==> src/rtl/codec_pwr_pkg.sv <==
package codec_pwr_pkg;

    // Control byte as it sits in the upper half of the status word
    typedef struct packed {
        logic eapd;     // external amplifier shutdown
        logic spare;    // unused, always reads 0
        logic clk_off;  // internal clocks stopped
        logic link_off; // serial link stop request
        logic ref_off;  // reference (and mixer) stopped
        logic mix_off;  // mixer stopped
        logic dac_off;  // DAC path stopped
        logic adc_off;  // ADC path stopped
    } pwr_ctl_t;

    localparam int unsigned NUM_SUB = 4;

    typedef enum logic [1:0] {
        SUB_ADC = 2'd0,
        SUB_DAC = 2'd1,
        SUB_MIX = 2'd2,
        SUB_REF = 2'd3
    } sub_e;

    function automatic pwr_ctl_t ctl_from_word(input logic [15:0] w);
        pwr_ctl_t c;
        c       = w[15:8];
        c.spare = 1'b0;
        return c;
    endfunction

    function automatic logic [NUM_SUB-1:0] sub_enables(input pwr_ctl_t c);
        logic [NUM_SUB-1:0] e;
        e[SUB_ADC] = ~c.adc_off;
        e[SUB_DAC] = ~c.dac_off;
        e[SUB_MIX] = ~(c.mix_off | c.ref_off);
        e[SUB_REF] = ~c.ref_off;
        return e;
    endfunction

    function automatic logic [15:0] status_word(input pwr_ctl_t c,
                                                input logic [NUM_SUB-1:0] rdy);
        return {c, 4'b0000, rdy};
    endfunction

endpackage

==> src/rtl/ready_timer.sv <==
module ready_timer #(
    parameter int unsigned DELAY = 16
) (
    input  logic clk,
    input  logic rst,
    input  logic en,
    output logic ready
);
    localparam int unsigned CW = $clog2(DELAY + 1);
    localparam logic [CW-1:0] LAST = CW'(DELAY - 1);

    logic [CW-1:0] cnt;
    logic          settled;

    always_ff @(posedge clk) begin
        if (rst || !en) begin
            cnt     <= '0;
            settled <= 1'b0;
        end else if (!settled) begin
            if (cnt == LAST) begin
                settled <= 1'b1;
            end else begin
                cnt <= cnt + 1'b1;
            end
        end
    end

    // drops in the same cycle the enable falls
    assign ready = settled & en;
endmodule

==> src/rtl/warm_rst_det.sv <==
module warm_rst_det #(
    parameter int unsigned WARM_MIN = 8,
    parameter int unsigned SYNC_STAGES = 2
) (
    input  logic clk,
    input  logic rst,
    input  logic sync_async,
    input  logic bclk_async,
    output logic warm
);
    localparam int unsigned CW = $clog2(WARM_MIN + 1);
    localparam logic [CW-1:0] LAST = CW'(WARM_MIN - 1);
    localparam logic [CW-1:0] FULL = CW'(WARM_MIN);

    logic [SYNC_STAGES-1:0] sync_pipe;
    logic [SYNC_STAGES:0]   bclk_pipe;
    logic                   sync_s;
    logic                   bclk_edge;
    logic [CW-1:0]          cnt;

    always_ff @(posedge clk) begin
        if (rst) begin
            sync_pipe <= '0;
            bclk_pipe <= '0;
        end else begin
            sync_pipe <= {sync_pipe[SYNC_STAGES-2:0], sync_async};
            bclk_pipe <= {bclk_pipe[SYNC_STAGES-1:0], bclk_async};
        end
    end

    assign sync_s    = sync_pipe[SYNC_STAGES-1];
    assign bclk_edge = bclk_pipe[SYNC_STAGES] ^ bclk_pipe[SYNC_STAGES-1];

    always_ff @(posedge clk) begin
        if (rst) begin
            cnt  <= '0;
            warm <= 1'b0;
        end else begin
            warm <= sync_s && !bclk_edge && (cnt == LAST);
            if (!sync_s || bclk_edge) begin
                cnt <= '0;
            end else if (cnt != FULL) begin
                cnt <= cnt + 1'b1;
            end
        end
    end
endmodule

==> src/rtl/pwr_ctl_reg.sv <==
module pwr_ctl_reg
    import codec_pwr_pkg::*;
(
    input  logic        clk,
    input  logic        rst,
    input  logic        wr,
    input  logic [15:0] wdata,
    input  logic        frame_end,
    input  logic        warm,
    output pwr_ctl_t    ctl,
    output logic        link_down
);
    pwr_ctl_t wr_ctl;
    logic     req_now;

    assign wr_ctl  = ctl_from_word(wdata);
    // a write in the frame-end cycle is the newest word and decides
    assign req_now = wr ? wr_ctl.link_off : ctl.link_off;

    always_ff @(posedge clk) begin
        if (rst) begin
            ctl       <= '0;
            link_down <= 1'b0;
        end else if (warm) begin
            ctl.link_off <= 1'b0;
            link_down    <= 1'b0;
        end else if (!link_down) begin
            if (wr) begin
                ctl <= wr_ctl;
            end
            if (frame_end) begin
                link_down <= req_now;
            end
        end
    end
endmodule

==> src/rtl/codec_pwr_seq.sv <==
module codec_pwr_seq
    import codec_pwr_pkg::*;
#(
    parameter int unsigned RDY_DLY     = 16,
    parameter int unsigned VREF_DLY    = 64,
    parameter int unsigned WARM_MIN    = 8,
    parameter int unsigned SYNC_STAGES = 2
) (
    input  logic        clk,
    input  logic        cold_rst_n,
    input  logic        reg_wr,
    input  logic [15:0] reg_wdata,
    output logic [15:0] reg_rdata,
    input  logic        frame_end,
    input  logic        sync_i,
    input  logic        bclk_i,
    input  logic        sdata_i,
    output logic        bclk_o,
    output logic        sdata_o,
    output logic        adc_en,
    output logic        dac_en,
    output logic        mix_en,
    output logic        vref_en,
    output logic        clk_en,
    output logic        eapd_o
);
    logic               rst;
    pwr_ctl_t           ctl;
    logic               link_down;
    logic               warm_pulse;
    logic [NUM_SUB-1:0] en;
    logic [NUM_SUB-1:0] rdy;

    assign rst = ~cold_rst_n;

    pwr_ctl_reg u_reg (
        .clk       (clk),
        .rst       (rst),
        .wr        (reg_wr),
        .wdata     (reg_wdata),
        .frame_end (frame_end),
        .warm      (warm_pulse),
        .ctl       (ctl),
        .link_down (link_down)
    );

    warm_rst_det #(
        .WARM_MIN    (WARM_MIN),
        .SYNC_STAGES (SYNC_STAGES)
    ) u_warm (
        .clk        (clk),
        .rst        (rst),
        .sync_async (sync_i),
        .bclk_async (bclk_o),
        .warm       (warm_pulse)
    );

    assign en = sub_enables(ctl);

    for (genvar i = 0; i < NUM_SUB; i++) begin : g_rdy
        localparam int unsigned DLY = (i == int'(SUB_REF)) ? VREF_DLY : RDY_DLY;
        ready_timer #(.DELAY(DLY)) u_tmr (
            .clk   (clk),
            .rst   (rst),
            .en    (en[i]),
            .ready (rdy[i])
        );
    end

    assign adc_en    = en[SUB_ADC];
    assign dac_en    = en[SUB_DAC];
    assign mix_en    = en[SUB_MIX];
    assign vref_en   = en[SUB_REF];
    assign clk_en    = ~ctl.clk_off;
    assign eapd_o    = ctl.eapd;
    assign bclk_o    = bclk_i & ~link_down;
    assign sdata_o   = sdata_i & ~link_down;
    assign reg_rdata = status_word(ctl, rdy);
endmodule

==> config.mk <==
export PLATFORM = sky130hd
export DESIGN_NAME = codec_pwr_seq
export DESIGN_NICKNAME = d
export VERILOG_FILES = /design/src/rtl/codec_pwr_pkg.sv /design/src/rtl/ready_timer.sv /design/src/rtl/warm_rst_det.sv /design/src/rtl/pwr_ctl_reg.sv /design/src/rtl/codec_pwr_seq.sv
export SDC_FILE = /design/constraint.sdc
export NUM_CORES = 1
export LEC_CHECK = 0
export BUFFER_PORTS_ARGS = -buffer_cell sky130_fd_sc_hd__clkbuf_2
export CAP_MARGIN = 0
export CORE_MARGIN = 2
export CORE_UTILIZATION = 25
export CTS_CLUSTER_DIAMETER = 100
export DETAILED_ROUTE_END_ITERATION = 16
export GPL_TIMING_DRIVEN = 1
export MAX_ROUTING_LAYER = met4
export PLACE_DENSITY = 0.41
export REMOVE_ABC_BUFFERS = 1
export SKIP_LAST_GASP = 1
export SLEW_MARGIN = 15
export SYNTH_ARGS = -nofsm -noshare
export SYNTH_HDL_FRONTEND = slang
export SYNTH_SLANG_ARGS = --single-unit
==> constraint.sdc <==
create_clock -name clk -period 2.4 [get_ports clk]
set_input_delay 0.24 -clock clk [delete_from_list [all_inputs] [get_ports clk]]
set_output_delay 0.24 -clock clk [all_outputs]
set_load 0.1 [all_outputs]
==> key figures <==
Clocking
  – Number of CTS-inserted buffers: 5
  – H-tree Lvls: 2
  – # hold bufs at CTS: 0
  – Post-cts repair resize count: 0
  – CTS tree: yes
  – CTS sink cnt: 44
  – CTS root buffer: clkbuf_8
  – Clock latency on the worst-skew pair: 290 ps
  – Clk buf depth: 2
  – Clock Pin Slew Worst Setup and Hold Paths: 80 ps
  – Post-CTS Setup Repair Bufs: 0

STA
  – Setup violations, final: 0
  – RSZ-0062 raised after global routing: false
  – Slew @ Worst Pin: 544 ps
  – Final Hold Fails: 0
  – Fmax achieved: 587 MHz
  – Skew final: 5.54 ps
  – Worst slew margin: 63.9%
  – Minimum clock period: 1700 ps
  – Tcrit/Tclk final: 71.0%
  – Max-slew violation count: 0

Setup path
  – Worst Setup End Kind: output pin
  – CP startpoint kind: register
  – Critical Path RT: 2160 ps
  – CP Data Arrival Time: 1460 ps
  – CP Cell Sequence: nor2_1 -> and2_1 -> clkbuf_2
  – Buffers and inverters on the worst path: 1
  – Worst-path maximum fanout: 7
  – Critical-path top delay cell: clkbuf_2
  – CP top delay family: buffers and inverters
  – Slowest cell delay on critical path: 450 ps
  – Setup CP Type: reg2out

Placement
  – Gp weighted congestion: 0.738
  – Post-DP HPWL: 2.43 mm
  – Port bufs: 32
  – DP Area: 2190 sq um

Run
  – Max-cap violations: 0

Yosys
  – Seq/Total Area, Yosys: 44.6%
  – Post-synth top area share: 44.6%
  – Cell taking the most area after synthesis: dfxtp_1
  – Post-Syn Area per Cell: 9.36 sq um
  – Synthesis Warnings: 0
  – Post-synth EDFFs: 0
  – Distinct cells, synth: 37
  – Yosys reg bits: 44
  – Synthesized area: 1980 sq um
  – Top FF cell, synth: dfxtp_1
  – Fraction of registers with async set or reset after synthesis: 0%
  – Cells after Synth: 211
  – Synth top area cells: dfxtp_1 45%, ha_1 5.7%, mux2i_1 5.1%, nor2_1 4.2%, buf_4 3.8%

Global routing
  – First-pass GRT wire length: 5.64 mm
  – Pin count of the biggest net entering global routing: 19
  – Overflow after GRT: 0
  – Total GRT Usage: 8.48%
  – Vias in the first global route: 1,268
  – Initial antenna violation count: 0

Final layout
  – Area grow syn2layout: 15.6%
  – Design Area, Final: 2280 sq um
  – Fill cells: 819
  – Core Util, Final: 29.7%
  – ANT cells: 0
  – Most frequent cells in the layout: 44 x dfxtp_1, 32 x clkbuf_2, 22 x nor2_1
  – Final layout net count: 273
  – Layout cell share with drive strength beyond 1: 19.0%
  – Commonest non-fill, non-tap cell in the layout: dfxtp_1

Worst hold path
  – HP Class: in2reg

Run status
  – Status: completed

Drt
  – Post-DRT Antenna Nets: 0
  – WL met2: 1.46 mm
  – M1 WL: 1.66 mm
  – Vias/cell: 4.32
  – Total wire length: 3.33 mm
  – First DRT Iteration DRCs: 60
  – DR WL/cell: 9.69 um
  – Routed via count: 1,487
  – DR WL met3: 151 um
  – 1st-pass router iterations: 4
  – Top sig layer: met4
  – DRC: 0

Power
  – Psw: 490 uW
  – Power share of the clock group: 30.9%
  – Cell Int Power: 1060 uW
  – Combinational share of power: 18.2%
  – Switching share of total power: 31.7%
  – Sequential share of power: 50.8%
  – Max VDD drop: 0.351 mV
  – Pwr/cell area: 677 nW/um^2
  – Pleak: 0.000947 uW

Floorplanning
  – Row count: 32
  – Die area: 8630 sq um
  – DIE HEIGHT: 92.9 um
  – Core area: 7690 sq um
  – Number of top-level pins: 47
  – Initial Utilization: 25.7%
  – Die X-Extent: 92.9 um
-- power groups by stage --
| stage | clock network [uW] | logic [uW] | registers [uW] |
|---|---|---|---|
| floorplan | 0 | 176 | 862 |
| global route | 538 | 301 | 792 |
| finish | 479 | 282 | 786 |
| CTS | 504 | 286 | 787 |
| global placement | 0 | 285 | 804 |
| detailed placement | 0 | 285 | 804 |
-- sequential cells by signal, summed over array words and instances, names as in the netlist --
register and count:
u_reg.link_down 1, g_rdy.u_tmr.settled 4, u_reg.ctl 7, u_warm.sync_pipe 2
g_rdy.u_tmr.cnt 22, u_warm.cnt 4, u_warm.bclk_pipe 3, u_warm.warm 1
-- final timing paths --
check                              from                     to  slack, ps  depth (start not counted)
setup / recovery           u_reg.ctl[3]           reg_rdata[2]        700                          3
hold / removal                   sync_i    u_warm.sync_pipe[0]        150                          2
setup reg to reg  g_rdy[2].u_tmr.cnt[0]  g_rdy[2].u_tmr.cnt[3]        740                          5
hold reg to reg     u_warm.sync_pipe[0]    u_warm.sync_pipe[1]        440                          1
-- cell families (layout without fill, tap and decap cells) --
family,Yosys count,after routing,share of synthesized area [%]
mux,11,11,5.64
fa+ha+maj,9,9,5.70
compound gates,27,27,8.74
flops,44,44,44.6
simple gates,87,87,24.8
xor+xnor,9,9,3.99
buf+inv,23,50,6.40
other cells,1,5,0.190
-- metrics by stage --
stage / hold WS [ps] / instances / worst slack, ps / power, uW / TNS (ps)
6_report: 152 / 344 / 697 / 1550 / 0
5_1_grt: 146 / 344 / 535 / 1630 / 0
4_1_cts: 146 / 344 / 664 / 1580 / 0
3_5_place_dp: 423 / 336 / 744 / 1090 / 0
3_3_place_gp: 422 / 336 / 741 / 1090 / 0
2_1_floorplan: 362 / 202 / -902 / 1040 / -2970
-- layout make-up --
cell class / instances / area, sq um / area share [%]
tap: 102 / 128 / 5.59
multi-input combinational: 148 / 983 / 43.1
sequential: 44 / 881 / 38.6
inverter: 10 / 37.5 / 1.64
clock inverter: 1 / 7.51 / 0.329
clock buffer: 7 / 86.3 / 3.78
timing repair buffer: 32 / 160 / 7.01
-- routing by layer --
metal	global-route usage (%)	up-vias
met4	3.68	0
met2	12.4	28
li1	-	771
met5	-	-
met3	2.93	5
met1	10.6	683
-- synthesized netlist by cell type, types with 2 or more instances --
master	number
dfxtp_1	44
nor2_1	22
nand2_1	14
buf_4	10
inv_1	10
mux2i_1	10
nor2b_1	10
ha_1	9
a21oi_1	8
xnor2_1	8
nand3_1	7
and2_1	6
o21ai_0	6
nand2b_1	5
nor3b_1	4
a211oi_1	3
a31oi_1	3
and2b_2	3
and3_1	3
nand3b_1	3
o31ai_1	3
or4_1	3
buf_2	2
nor3_1	2
No activity file was read; power rests on OpenSTA's default activity.
